--- src/rtl/pcs_pkg.sv ---
// Shared request codes for the banked program sequencer.
// Assumes the decoder presents exactly one request code per cycle.
package pcs_pkg;
    typedef enum logic [2:0] {
        PCS_HOLD = 3'd0,
        PCS_STEP = 3'd1,
        PCS_JUMP = 3'd2,
        PCS_CALL = 3'd3,
        PCS_RET  = 3'd4,
        PCS_IRQ  = 3'd5
    } pcs_op_e;
endpackage

--- src/rtl/pcs_bank_reg.sv ---
// Bank-select register: a plain write-enabled register with a read port.
// Assumes writes take effect at the edge and are seen from the next cycle.
module pcs_bank_reg #(
    parameter int BP_W = 8
) (
    input  logic            clk,
    input  logic            rst_n,
    input  logic            we,
    input  logic [BP_W-1:0] wdata,
    output logic [BP_W-1:0] q
);
    // Store the written value; clear on reset.
    always_ff @(posedge clk) begin
        if (!rst_n)  q <= '0;
        else if (we) q <= wdata;
    end

    // the register only moves on an explicit write.
    assert_bank_hold_R10: assert property (@(posedge clk) disable iff (!rst_n)
        !we |=> $stable(q));
    assert_bank_write_R10: assert property (@(posedge clk) disable iff (!rst_n)
        we |=> q == $past(wdata));
endmodule

--- src/rtl/pcs_ret_stack.sv ---
// Ring-buffer return stack. A push when full overwrites the oldest entry.
// A pop when empty returns the slot last popped and leaves the pointer alone.
// Assumes push and pop never occur in the same cycle.
module pcs_ret_stack #(
    parameter int DATA_W = 16,
    parameter int DEPTH  = 8
) (
    input  logic              clk,
    input  logic              rst_n,
    input  logic              push,
    input  logic              pop,
    input  logic [DATA_W-1:0] push_data,
    output logic [DATA_W-1:0] pop_data
);
    localparam int PTR_W = (DEPTH > 1) ? $clog2(DEPTH) : 1;
    localparam int CNT_W = $clog2(DEPTH + 1);
    localparam logic [PTR_W-1:0] LAST = PTR_W'(DEPTH - 1);
    localparam logic [CNT_W-1:0] FULL = CNT_W'(DEPTH);

    logic [DATA_W-1:0] mem [DEPTH];
    logic [PTR_W-1:0]  wp;
    logic [CNT_W-1:0]  cnt;
    logic [PTR_W-1:0]  wp_inc, wp_dec;

    // Neighbouring slot indices with wrap for any depth.
    always_comb begin
        wp_inc = (wp == LAST) ? '0 : wp + 1'b1;
        wp_dec = (wp == '0) ? LAST : wp - 1'b1;
    end

    // Read the top entry, or the last popped slot when empty.
    always_comb begin
        pop_data = (cnt != '0) ? mem[wp_dec] : mem[wp];
    end

    // Update pointer, occupancy and storage.
    always_ff @(posedge clk) begin
        if (!rst_n) begin
            wp  <= '0;
            cnt <= '0;
            for (int i = 0; i < DEPTH; i++) mem[i] <= '0;
        end else if (push) begin
            mem[wp] <= push_data;
            wp      <= wp_inc;
            if (cnt != FULL) cnt <= cnt + 1'b1;
        end else if (pop && cnt != '0) begin
            wp  <= wp_dec;
            cnt <= cnt - 1'b1;
        end
    end

    assert_one_side_R6: assert property (@(posedge clk) disable iff (!rst_n)
        !(push && pop));
    assert_no_overflow_R8: assert property (@(posedge clk) disable iff (!rst_n)
        cnt <= FULL);
    assert_full_stays_R8: assert property (@(posedge clk) disable iff (!rst_n)
        (push && cnt == FULL) |=> cnt == FULL);
    assert_empty_pop_R9: assert property (@(posedge clk) disable iff (!rst_n)
        (pop && cnt == '0) |=> (cnt == '0 && $stable(wp)));
    assert_push_store_R5: assert property (@(posedge clk) disable iff (!rst_n)
        push |=> mem[$past(wp)] == $past(push_data));
endmodule

--- src/rtl/pcs_next_pc.sv ---
// Next-address selection and stack request generation for one request code.
// Assumes the bank field and popped data are valid in the same cycle.
module pcs_next_pc
    import pcs_pkg::*;
#(
    parameter int PC_W    = 16,
    parameter int OFS_W   = 13,
    parameter int IRQ_OFS = 4
) (
    input  logic [2:0]            op,
    input  logic [PC_W-1:0]       pc,
    input  logic [OFS_W-1:0]      target,
    input  logic [PC_W-OFS_W-1:0] bank,
    input  logic [PC_W-1:0]       pop_data,
    output logic [PC_W-1:0]       pc_next,
    output logic                  push,
    output logic                  pop,
    output logic [PC_W-1:0]       push_data
);
    localparam int BANK_W = PC_W - OFS_W;
    localparam logic [PC_W-1:0] VECTOR = {{BANK_W{1'b0}}, OFS_W'(IRQ_OFS)};

    logic [PC_W-1:0] pc_inc;

    // Decode the request into an address choice and stack action.
    always_comb begin
        pc_inc    = pc + 1'b1;
        pc_next   = pc;
        push      = 1'b0;
        pop       = 1'b0;
        push_data = pc_inc;
        case (pcs_op_e'(op))
            PCS_STEP: pc_next = pc_inc;
            PCS_JUMP: pc_next = {bank, target};
            PCS_CALL: begin
                push    = 1'b1;
                pc_next = {bank, target};
            end
            PCS_RET: begin
                pop     = 1'b1;
                pc_next = pop_data;
            end
            PCS_IRQ: begin
                push    = 1'b1;
                pc_next = VECTOR;
            end
            default: ;
        endcase
    end
endmodule

--- src/rtl/banked_pc_seq.sv ---
// Banked program sequencer top: program counter, bank-select register
// and return stack. Assumes one request per cycle from the decoder.
module banked_pc_seq
    import pcs_pkg::*;
#(
    parameter int PC_W        = 16,
    parameter int OFS_W       = 13,
    parameter int BP_W        = 8,
    parameter int BANK_LSB    = 5,
    parameter int STACK_DEPTH = 8,
    parameter int IRQ_OFS     = 4
) (
    input  logic             clk,
    input  logic             rst_n,
    input  logic [2:0]       op_i,
    input  logic [OFS_W-1:0] target_i,
    input  logic             bank_we_i,
    input  logic [BP_W-1:0]  bank_wdata_i,
    output logic [PC_W-1:0]  fetch_addr_o,
    output logic [BP_W-1:0]  bank_rdata_o
);
    localparam int BANK_W   = PC_W - OFS_W;
    localparam int BANK_MSB = BANK_LSB + BANK_W - 1;

    logic [PC_W-1:0]   pc_q, pc_next, push_data, pop_data;
    logic              push, pop;
    logic [BP_W-1:0]   bp_q;
    logic [BANK_W-1:0] bank;

    assign bank = bp_q[BANK_MSB:BANK_LSB];

    pcs_bank_reg #(.BP_W(BP_W)) u_bank (
        .clk(clk), .rst_n(rst_n), .we(bank_we_i), .wdata(bank_wdata_i), .q(bp_q)
    );

    pcs_ret_stack #(.DATA_W(PC_W), .DEPTH(STACK_DEPTH)) u_stack (
        .clk(clk), .rst_n(rst_n), .push(push), .pop(pop),
        .push_data(push_data), .pop_data(pop_data)
    );

    pcs_next_pc #(.PC_W(PC_W), .OFS_W(OFS_W), .IRQ_OFS(IRQ_OFS)) u_next (
        .op(op_i), .pc(pc_q), .target(target_i), .bank(bank), .pop_data(pop_data),
        .pc_next(pc_next), .push(push), .pop(pop), .push_data(push_data)
    );

    // Program counter register.
    always_ff @(posedge clk) begin
        if (!rst_n) pc_q <= '0;
        else        pc_q <= pc_next;
    end

    assign fetch_addr_o = pc_q;
    assign bank_rdata_o = bp_q;

    assert_step_R3: assert property (@(posedge clk) disable iff (!rst_n)
        (op_i == 3'd1) |=> pc_q == PC_W'($past(pc_q) + 1'b1));
    assert_jump_bank_R4: assert property (@(posedge clk) disable iff (!rst_n)
        (op_i == 3'd2) |=> pc_q == {$past(bp_q[BANK_MSB:BANK_LSB]), $past(target_i)});
    assert_call_bank_R5: assert property (@(posedge clk) disable iff (!rst_n)
        (op_i == 3'd3) |=> pc_q[PC_W-1:OFS_W] == $past(bp_q[BANK_MSB:BANK_LSB]));
    assert_irq_vector_R7: assert property (@(posedge clk) disable iff (!rst_n)
        (op_i == 3'd5) |=> pc_q == PC_W'(IRQ_OFS));
    assert_hold_R2: assert property (@(posedge clk) disable iff (!rst_n)
        (op_i == 3'd0 || op_i == 3'd6 || op_i == 3'd7) |=> $stable(pc_q));
endmodule

--- config.mk ---
export PLATFORM = sky130hd
export DESIGN_NAME = banked_pc_seq
export DESIGN_NICKNAME = d
export VERILOG_FILES = /design/src/rtl/pcs_pkg.sv /design/src/rtl/pcs_bank_reg.sv /design/src/rtl/pcs_ret_stack.sv /design/src/rtl/pcs_next_pc.sv /design/src/rtl/banked_pc_seq.sv
export SDC_FILE = /design/constraint.sdc
export NUM_CORES = 1
export LEC_CHECK = 0
export BUFFER_PORTS_ARGS = -buffer_cell sky130_fd_sc_hd__buf_4
export CELL_PAD_IN_SITES_DETAIL_PLACEMENT = 1
export CELL_PAD_IN_SITES_GLOBAL_PLACEMENT = 2
export CORE_ASPECT_RATIO = 1.1
export CORE_MARGIN = 10
export CORE_UTILIZATION = 46
export DETAILED_ROUTE_END_ITERATION = 10
export GPL_ROUTABILITY_DRIVEN = 0
export GPL_TIMING_DRIVEN = 0
export PLACE_DENSITY = 0.84
export RECOVER_POWER = 50
export SYNTH_ARGS = -nofsm -noshare
export SYNTH_HDL_FRONTEND = slang
export SYNTH_HIERARCHICAL = 1
export SYNTH_SLANG_ARGS = --single-unit
--- constraint.sdc ---
create_clock -name clk -period 7 [get_ports clk]
set_clock_uncertainty 0.15 [all_clocks]
set_input_delay 1.05 -clock clk [delete_from_list [all_inputs] [get_ports clk]]
set_output_delay 1.05 -clock clk [all_outputs]
set_load 0.01 [all_outputs]
==> results of run 1 <==
[cell families after synthesis]
family | Yosys count
buf+inv | 71
fa+ha+maj | 8
compound gates | 137
flops | 162
mux | 95
simple gates | 313
xor+xnor | 19
[worst max path at each step]
stage          slack (ns)                                to  depth (start not counted)                        from
6_report             1.82        fetch_addr_o[7]$_SDFF_PN0_                         15  u_stack/wp[0]$_SDFFE_PN0N_
5_1_grt              1.59   u_stack/mem[0][6]$_SDFFCE_PN0P_                          9                     op_i[2]
4_1_cts              1.89        fetch_addr_o[7]$_SDFF_PN0_                         15  u_stack/wp[0]$_SDFFE_PN0N_
3_5_place_dp         1.84  u_stack/mem[0][11]$_SDFFCE_PN0P_                          9                     op_i[2]
3_3_place_gp         1.04   u_stack/mem[6][8]$_SDFFCE_PN0P_                          8                     op_i[2]
2_1_floorplan        2.86   u_stack/mem[3][0]$_SDFFCE_PN0P_                          7                     op_i[2]
[metal layers]
layer | vias up | routed length [um] | GRT usage, %
li1 | 3147 | - | -
met1 | 3599 | 12800 | 28.7
met2 | 238 | 15000 | 39.3
met3 | 33 | 1690 | 4.08
met4 | 0 | 403 | 6.27
met5 | - | 0 | 0
[synth_stat cells (10+ instances only)]
library cell	n	area share (%)
sky130_fd_sc_hd__nand2_1	49	2.0
sky130_fd_sc_hd__a211oi_1	17	1.4
sky130_fd_sc_hd__and2_2	12	0.97
sky130_fd_sc_hd__o22ai_1	18	1.2
sky130_fd_sc_hd__mux2_2	28	3.4
sky130_fd_sc_hd__xnor2_1	10	0.94
sky130_fd_sc_hd__a311oi_1	15	1.4
sky130_fd_sc_hd__inv_1	10	0.40
sky130_fd_sc_hd__mux4_2	23	5.6
sky130_fd_sc_hd__buf_6	11	1.3
sky130_fd_sc_hd__buf_2	11	0.59
sky130_fd_sc_hd__o21ai_0	10	0.54
sky130_fd_sc_hd__nor2b_1	12	0.80
sky130_fd_sc_hd__dfxtp_1	34	7.3
sky130_fd_sc_hd__nor2_1	48	1.9
sky130_fd_sc_hd__clkbuf_1	28	1.1
sky130_fd_sc_hd__mux2i_1	43	4.6
sky130_fd_sc_hd__a221oi_1	18	1.7
sky130_fd_sc_hd__and2_1	149	10
sky130_fd_sc_hd__a211o_1	16	1.5
sky130_fd_sc_hd__a221o_1	13	1.4
sky130_fd_sc_hd__edfxtp_1	128	41
[state kept, by name, summed over array words and instances (netlist names), named ones only]
register	count
fetch_addr_o	16
u_bank/q	8
u_stack/cnt	4
u_stack/mem	128
u_stack/wp	3
[power groups by stage]
stage	Combinational, W	Sequential [W]	Clock (W)
final	0.000521	0.00112	0.00106
after global routing	0.000558	0.00113	0.00110
after CTS	0.000531	0.00112	0.00107
after detailed placement	0.000528	0.00114	0
after global placement	0.000504	0.00114	0
after floorplan	0.000337	0.00113	0
[layout make-up]
cell class	instances	area [um^2]	area share [%]
buffer	58	325	3.07
sequential	162	4520	42.7
timing repair buffer	55	315	2.97
clock inverter	14	235	2.22
inverter	13	48.8	0.460
tap	252	315	2.97
clock buffer	17	425	4.01
multi-input combinational	572	4420	41.6
[cells in the final DEF (no fill, tap or decap), types with 11 or more instances in the layout]
master,n
sky130_fd_sc_hd__buf_2,11
sky130_fd_sc_hd__nand2_1,49
sky130_fd_sc_hd__a211oi_1,17
sky130_fd_sc_hd__clkbuf_16,17
sky130_fd_sc_hd__a211o_1,16
sky130_fd_sc_hd__clkbuf_1,59
sky130_fd_sc_hd__edfxtp_1,128
sky130_fd_sc_hd__mux2_2,28
sky130_fd_sc_hd__a311oi_1,15
sky130_fd_sc_hd__nor2_1,48
sky130_fd_sc_hd__o22ai_1,18
sky130_fd_sc_hd__and2_2,12
sky130_fd_sc_hd__nor2b_1,12
sky130_fd_sc_hd__and2_1,105
sky130_fd_sc_hd__and2_0,44
sky130_fd_sc_hd__buf_4,26
sky130_fd_sc_hd__dfxtp_1,34
sky130_fd_sc_hd__mux2i_1,43
sky130_fd_sc_hd__a221o_1,13
sky130_fd_sc_hd__buf_6,11
sky130_fd_sc_hd__mux4_2,23
sky130_fd_sc_hd__a221oi_1,18
[worst max-delay path: stages, from the launching register on]
cell,delay [ns]
sky130_fd_sc_hd__dfxtp_1,0.41
sky130_fd_sc_hd__inv_2,0.17
sky130_fd_sc_hd__buf_2,0.35
sky130_fd_sc_hd__buf_1,0.65
sky130_fd_sc_hd__ha_1,0.27
sky130_fd_sc_hd__ha_1,0.18
sky130_fd_sc_hd__nand2b_1,0.13
sky130_fd_sc_hd__clkbuf_1,0.49
sky130_fd_sc_hd__buf_1,0.66
sky130_fd_sc_hd__a311oi_1,0.34
sky130_fd_sc_hd__a211o_1,0.40
sky130_fd_sc_hd__nand2b_1,0.15
sky130_fd_sc_hd__a21oi_1,0.15
sky130_fd_sc_hd__o22ai_1,0.09
sky130_fd_sc_hd__a211o_1,0.29
sky130_fd_sc_hd__and2_2,0.18
[through the flow]
stage | hold slack (ns) | power [W]
finish | 0.379 | 0.00270
global route | 0.392 | 0.00279
CTS | 0.384 | 0.00272
detailed placement | 0.370 | 0.00167
global placement | 0.355 | 0.00164
floorplan | 0.360 | 0.00147
==> parameters.txt, run 1 <==
Parameter                              Value

Run status
  Run status    complete, but fails checks
  Violated checks    capacitance limit, slew limit

Setup path
  Internal reg-to-reg setup slack    1.82 ns
  Endpoint required time on the critical path    between 7 and 8 ns
  Endpoint arrival time on the critical path    5.36 ns
  Worst Setup End Kind    flop
  Capturing point of the worst reg2reg path    fetch_addr_o[7]$_SDFF_PN0_
  Launch instance of the worst register-to-register path    u_stack/wp[0]$_SDFFE_PN0N_
  Kind of critical path    flop to flop
  Worst Setup Start Kind    flop
  Highest net fanout along the worst path    10
  Register-to-Register Path Depth    15

Placement
  Worst slack at placement    1.84 ns
  Count of placed standard cells including taps    ~1,100
  Placed Instance Area    between 10,000 and 15,000 um^2
  Count of port buffers added during placement    49
  Placed wire-length estimate after detailed placement    about 22 mm

GRT
  Total congestion overflow after global routing    0
  Overall routing resource usage    ~23%
  Largest net degree at the start of global routing    17
  Antenna violations before repair    0
  Number of global-route vias before repair    7,600
  Global-route wire length before repair    between 40 and 50 mm

Synth
  XOR/XNOR Fraction of Synth Area    roughly 1.8%
  Post-synthesis simple-gate area fraction    a little under a fifth
  Top_reg_cell synth    sky130_fd_sc_hd__edfxtp_1
  Main combinational cell family by area after synthesis    simple AND/OR/NAND/NOR gates
  EDFF count, synth    128
  Sequential share of the synthesized area    around 48%
  Number of different library cells in the post-synthesis netlist    63
  Combined area of all synthesized cells    9330 um^2
  Share of async-settable or async-resettable flops after synthesis    0%
  Ys Warns    6
  Area fraction in compound gates after synthesis    a little under an eighth
  Post-synthesis cell count    between 800 and 900
  Net count after synthesis    840
  Post-synthesis share of cell area spent on full adders, half adders and majority gates    1.15%
  Post-synthesis average cell area    ~12 um^2
  FF+latch count, synth    162
  Multiplexer fraction of the synthesized cell area    roughly 14%

Timing
  Maximum clock frequency    193 MHz
  Clock period minus final worst setup slack    approximately 5.2 ns
  Actual slew at the worst max-slew pin    1.63 ns
  Setup-violating endpoint count in the final report    0
  Relative slew slack    -9.87%
  RSZ-0062 raised after global routing    no
  Hold Vio Cnt, Final    0
  Post-route clock period utilization    74.0%
  Final Max Slew Viols    18
  Setup tns final    0 ns
  Final setup slack of the worst path    approximately 1.8 ns

Final layout
  End-of-flow core utilization    53.4%
  Design Area, Final    roughly 11,000 um^2
  Diodes inserted    0
  Area growth from synthesis to layout    13.6%
  Final-layout fill cell count    between 2,000 and 2,500
  Fraction of layout instances using a drive strength above 1    between 10% and 20%
  Total number of nets in the final design    between 900 and 1,000
  Non-filler cells in the finished layout    1,143

Min path
  End point of the worst hold path    u_bank/q[2]$_SDFFE_PN0P_
  Critical hold path startpoint    u_bank/q[2]$_SDFFE_PN0P_
  Hold depth    2
  Min-Delay Path Class    flop to flop

Die
  Height of the die    about 170 um
  Total die area    approximately 26,000 um^2
  Core area    ~20,000 um^2
  Starting density of the core    between 40% and 50%
  I/O pins    ~50
  Row cnt    54
  Die W    between 150 and 200 um

Power and ir drop
  Switching fraction of total power    between 20 and 30%
  NetSw    between 0.0007 and 0.0008 W
  Part of the power in the clock network    between 30% and 40%
  Internal power component    just under 0.002 W
  Part of the total power dissipated in sequential elements    a little over two fifths
  Cell Pwr Density    between 200 and 300 nW/um^2
  Max rail drop VDD    approximately 0.17 mV
  Combinational cell fraction of total power    just under 20%
  Leakage component of the power    ~3.9 nW

Clock network
  Inserted Clock Buffers    17
  Worst-path clk slew    0.06 ns
  Cells resized by post-CTS repair    0
  TritonCTS Sinks    ~160
  CTS tree    done
  Total number of H-tree levels    4
  Skew-Pair Late Insertion Delay    between 0.4 and 0.5 ns
  Clock root cell    sky130_fd_sc_hd__clkbuf_16
  CTS Hold Bufs    0
  Worst-case clock buffer depth    2
  Setup Fix Bufs, Post-CTS    0

Routing
  DRC Markers    0
  Number of nets with antenna violations after routing    0
  Drt first pass iters    5
  Detailed Route Iter0 Violations    around 630
  Vias per std cell    about 6.1
  Detailed-route wire length per cell    approximately 26 um
  Overall routed net length    about 30 mm
  Via count of the routed design    between 7,000 and 8,000

Flow run
  Number of maximum-capacitance constraint violations    2
Note: power is estimated with default switching activity, not from simulation.
==> run 2, diff against run 1 <==
Settings changed: CORE_UTILIZATION 46 to 42, PLACE_DENSITY 0.84 to 0.78.
Clock period 7 ns to 5 ns, I/O delays scaled along.
==> run 2 against run 1 <==
Against the previous run:
- the run still ends with capacitance limit, slew limit left
- fmax rose by 10%
- register-to-register slack got worse by 1.5 ns
- final area rose by 0.41%
- critical path type unchanged
==> parameters.txt, run 2 (same netlist as run 1, synthesis figures left out) <==
Parameter                              Value

Setup path
  Crit-path cells    inv_2 > buf_2 > buf_2 > ha_1 > ha_1 > nand2b_1 > clkbuf_1 > clkbuf_2 > mux4_2 > a211o_1 > nand2b_1 > a21oi_1 > o22ai_1 > a211o_1 > and2_2 (was inv_2 > buf_2 > buf_1 > ha_1 > ha_1 > nand2b_1 > clkbuf_1 > buf_1 > a311oi_1 > a211o_1 > nand2b_1 > a21oi_1 > o22ai_1 > a211o_1 > and2_2)
  Register-to-Register Path Depth    15 (unchanged)
  Highest net fanout along the worst path    10 (unchanged)
  Critical path launch point    u_stack/wp[0]$_SDFFE_PN0N_ (unchanged)
  Largest delay contributor family on the critical path    buffers and inverters (unchanged)
  Worst Setup Start Kind    flop (unchanged)
  Internal reg-to-reg setup slack    0.30 ns (was 1.82 ns)
  Cell type of the slowest stage on the worst timing path    sky130_fd_sc_hd__clkbuf_1 (was sky130_fd_sc_hd__buf_1)
  Kind of critical path    flop to flop (unchanged)
  Launch instance of the worst register-to-register path    u_stack/wp[0]$_SDFFE_PN0N_ (unchanged)
  Endpoint required time on the critical path    5.18 ns (was 7.18 ns)
  Endpoint arrival time on the critical path    4.88 ns (was 5.36 ns)
  Worst Setup End Kind    flop (unchanged)
  Logic depth of the worst path, buffers included    15 (unchanged)
  Capturing point of the worst reg2reg path    fetch_addr_o[7]$_SDFF_PN0_ (unchanged)
  Number of buffer and inverter instances along the worst setup path    5 (unchanged)
  Largest stage delay, worst path    0.53 ns (was 0.66 ns)

Routing
  Drt first pass iters    5 (unchanged)
  Number of nets with antenna violations after routing    0 (unchanged)
  Detailed-route wire length per cell    25.2 um (was 26.2 um)
  Detailed Route Iter0 Violations    408 (was 625)
  Via count of the routed design    7,004 (was 7,017)
  Overall routed net length    29.9 mm (unchanged)
  DRC Markers    0 (unchanged)
  Vias per std cell    5.90 (was 6.14)

Final layout
  Area growth from synthesis to layout    14.1% (was 13.6%)
  Fraction of layout instances using a drive strength above 1    18.7% (was 17.7%)
  Reg with most FFs    u_stack/mem (unchanged)
  End-of-flow core utilization    48.5% (was 53.4%)
  Commonest non-fill, non-tap cells in the layout    sky130_fd_sc_hd__edfxtp_1, sky130_fd_sc_hd__and2_1, sky130_fd_sc_hd__clkbuf_1 (unchanged)
  Design Area, Final    10,700 um^2 (was 10,600 um^2)
  Largest register FFs    128 (unchanged)
  Leading cell type in the layout, fill and taps excluded    sky130_fd_sc_hd__edfxtp_1 (unchanged)
  Diodes inserted    0 (unchanged)
  Total number of nets in the final design    914 (unchanged)

Power and ir drop
  Switching fraction of total power    29.2% (was 27.4%)
  Post-route total power    0.00370 W (was 0.00270 W)
  Internal power component    0.00262 W (was 0.00196 W)
  Combinational cell fraction of total power    19.8% (was 19.3%)
  Part of the total power dissipated in sequential elements    42.6% (was 41.6%)
  Max rail drop VDD    0.233 mV (was 0.167 mV)
  Cell Pwr Density    347 nW/um^2 (was 255 nW/um^2)
  Leakage component of the power    3.94 nW (was 3.93 nW)
  NetSw    0.00108 W (was 0.000742 W)
  Part of the power in the clock network    37.6% (was 39.1%)

GRT
  Antenna violations before repair    0 (unchanged)
  Largest net degree at the start of global routing    17 (unchanged)
  Total congestion overflow after global routing    0 (unchanged)
  Number of global-route vias before repair    7,666 (was 7,600)
  Overall routing resource usage    21.0% (was 22.8%)
  Global-route wire length before repair    45.6 mm (was 46.0 mm)

Timing
  Hold Vio Cnt, Final    0 (unchanged)
  Final Max Slew Viols    16 (was 18)
  RSZ-0062 raised after global routing    no (unchanged)
  Maximum clock frequency    213 MHz (was 193 MHz)
  Actual slew at the worst max-slew pin    1.57 ns (was 1.63 ns)
  Clock period minus final worst setup slack    4.70 ns (was 5.18 ns)
  Final setup slack of the worst path    0.300 ns (was 1.82 ns)
  Setup-violating endpoint count in the final report    0 (unchanged)
  Relative slew slack    -5.54% (was -9.87%)
  Post-route clock period utilization    94.0% (was 74.0%)
  Setup tns final    0 ns (unchanged)

Die
  Row cnt    57 (was 54)
  Die W    162 um (was 156 um)
  I/O pins    51 (unchanged)
  Height of the die    176 um (was 169 um)
  Starting density of the core    42.5% (was 47.0%)
  Total die area    28,600 um^2 (was 26,400 um^2)
  Core area    22,000 um^2 (was 19,900 um^2)

Placement
  Worst slack at placement    -0.258 ns (was 1.84 ns)
  Count of port buffers added during placement    49 (unchanged)
  Placed Instance Area    10,200 um^2 (was 10,100 um^2)
  Placed wire-length estimate after detailed placement    22.4 mm (was 22.1 mm)

Min path
  Hold depth    2 (unchanged)
  Min-Delay Path Class    flop to flop (unchanged)
  End point of the worst hold path    u_bank/q[0]$_SDFFE_PN0P_ (was u_bank/q[2]$_SDFFE_PN0P_)
  Critical hold path startpoint    u_bank/q[0]$_SDFFE_PN0P_ (was u_bank/q[2]$_SDFFE_PN0P_)

Clock network
  Worst-case clock buffer depth    2 (unchanged)
  Inserted Clock Buffers    17 (unchanged)
  Setup Fix Bufs, Post-CTS    0 (unchanged)
  CTS tree    done (unchanged)
  Worst-path clk slew    0.07 ns (was 0.06 ns)
  Clock root cell    sky130_fd_sc_hd__clkbuf_16 (unchanged)
  Total number of H-tree levels    4 (unchanged)
  TritonCTS Sinks    162 (unchanged)
  Skew-Pair Late Insertion Delay    0.43 ns (about the same)
  CTS Hold Bufs    0 (unchanged)

Run status
  Violated checks    capacitance limit, slew limit (unchanged)
  Run status    complete, but fails checks (unchanged)

Flow run
  Number of maximum-capacitance constraint violations    2 (unchanged)
run 2: worst max path at each step:
stage | end | slack, ns
after floorplan | u_stack/mem[3][0]$_SDFFCE_PN0P_ | 1.16
after global placement | u_stack/mem[7][9]$_SDFFCE_PN0P_ | -0.75
after detailed placement | fetch_addr_o[7]$_SDFF_PN0_ | -0.26
after CTS | fetch_addr_o[7]$_SDFF_PN0_ | 0.11
after global routing | u_stack/mem[6][6]$_SDFFCE_PN0P_ | 0.1
final | fetch_addr_o[7]$_SDFF_PN0_ | 0.30
run 2: power groups by stage:
stage	clock [W]	combinational [W]	sequential, W
floorplan	0	0.000472	0.00159
global placement	0	0.000712	0.00160
detailed placement	0	0.000744	0.00160
CTS	0.00141	0.000746	0.00157
global route	0.00147	0.000787	0.00158
finish	0.00139	0.000731	0.00157
run 2: final cells by class:
type	count	area, um^2
clock buffers	17	425
repair buffers	55	330
clock inverters	15	195
well taps	295	369
multi-input cells	572	4430
fillers	2422	11300
flip-flops and latches	162	4520
inverters	13	48.8
plain buffers	58	330
run 2: repair_timing:
action                                  CTS  global route
endpoints found under the setup margin    7             2
resized for setup                         2             4
pin swaps                                 0             0
run 2: metal layers:
layer,global-route usage [%],vias to the layer above,part of all wire (%)
li1,-,3154,-
met1,25.7,3543,42
met2,36.6,264,50
met3,4.03,43,6.2
met4,6.56,0,2.0
met5,0,-,0
run 2: worst min-delay path: cells and delay by family (launching register included):
family,cells,cell delay [ns]
simple gates,1,0.09
flops,1,0.33
mux,1,0.07
run 2: stage by stage:
| step | hold WS, ns | std cells |
|---|---|---|
| finish | 0.377 | 1187 |
| global route | 0.401 | 1187 |
| CTS | 0.385 | 1187 |
| detailed placement | 0.367 | 1155 |
| global placement | 0.350 | 1149 |
| floorplan | 0.360 | 805 |
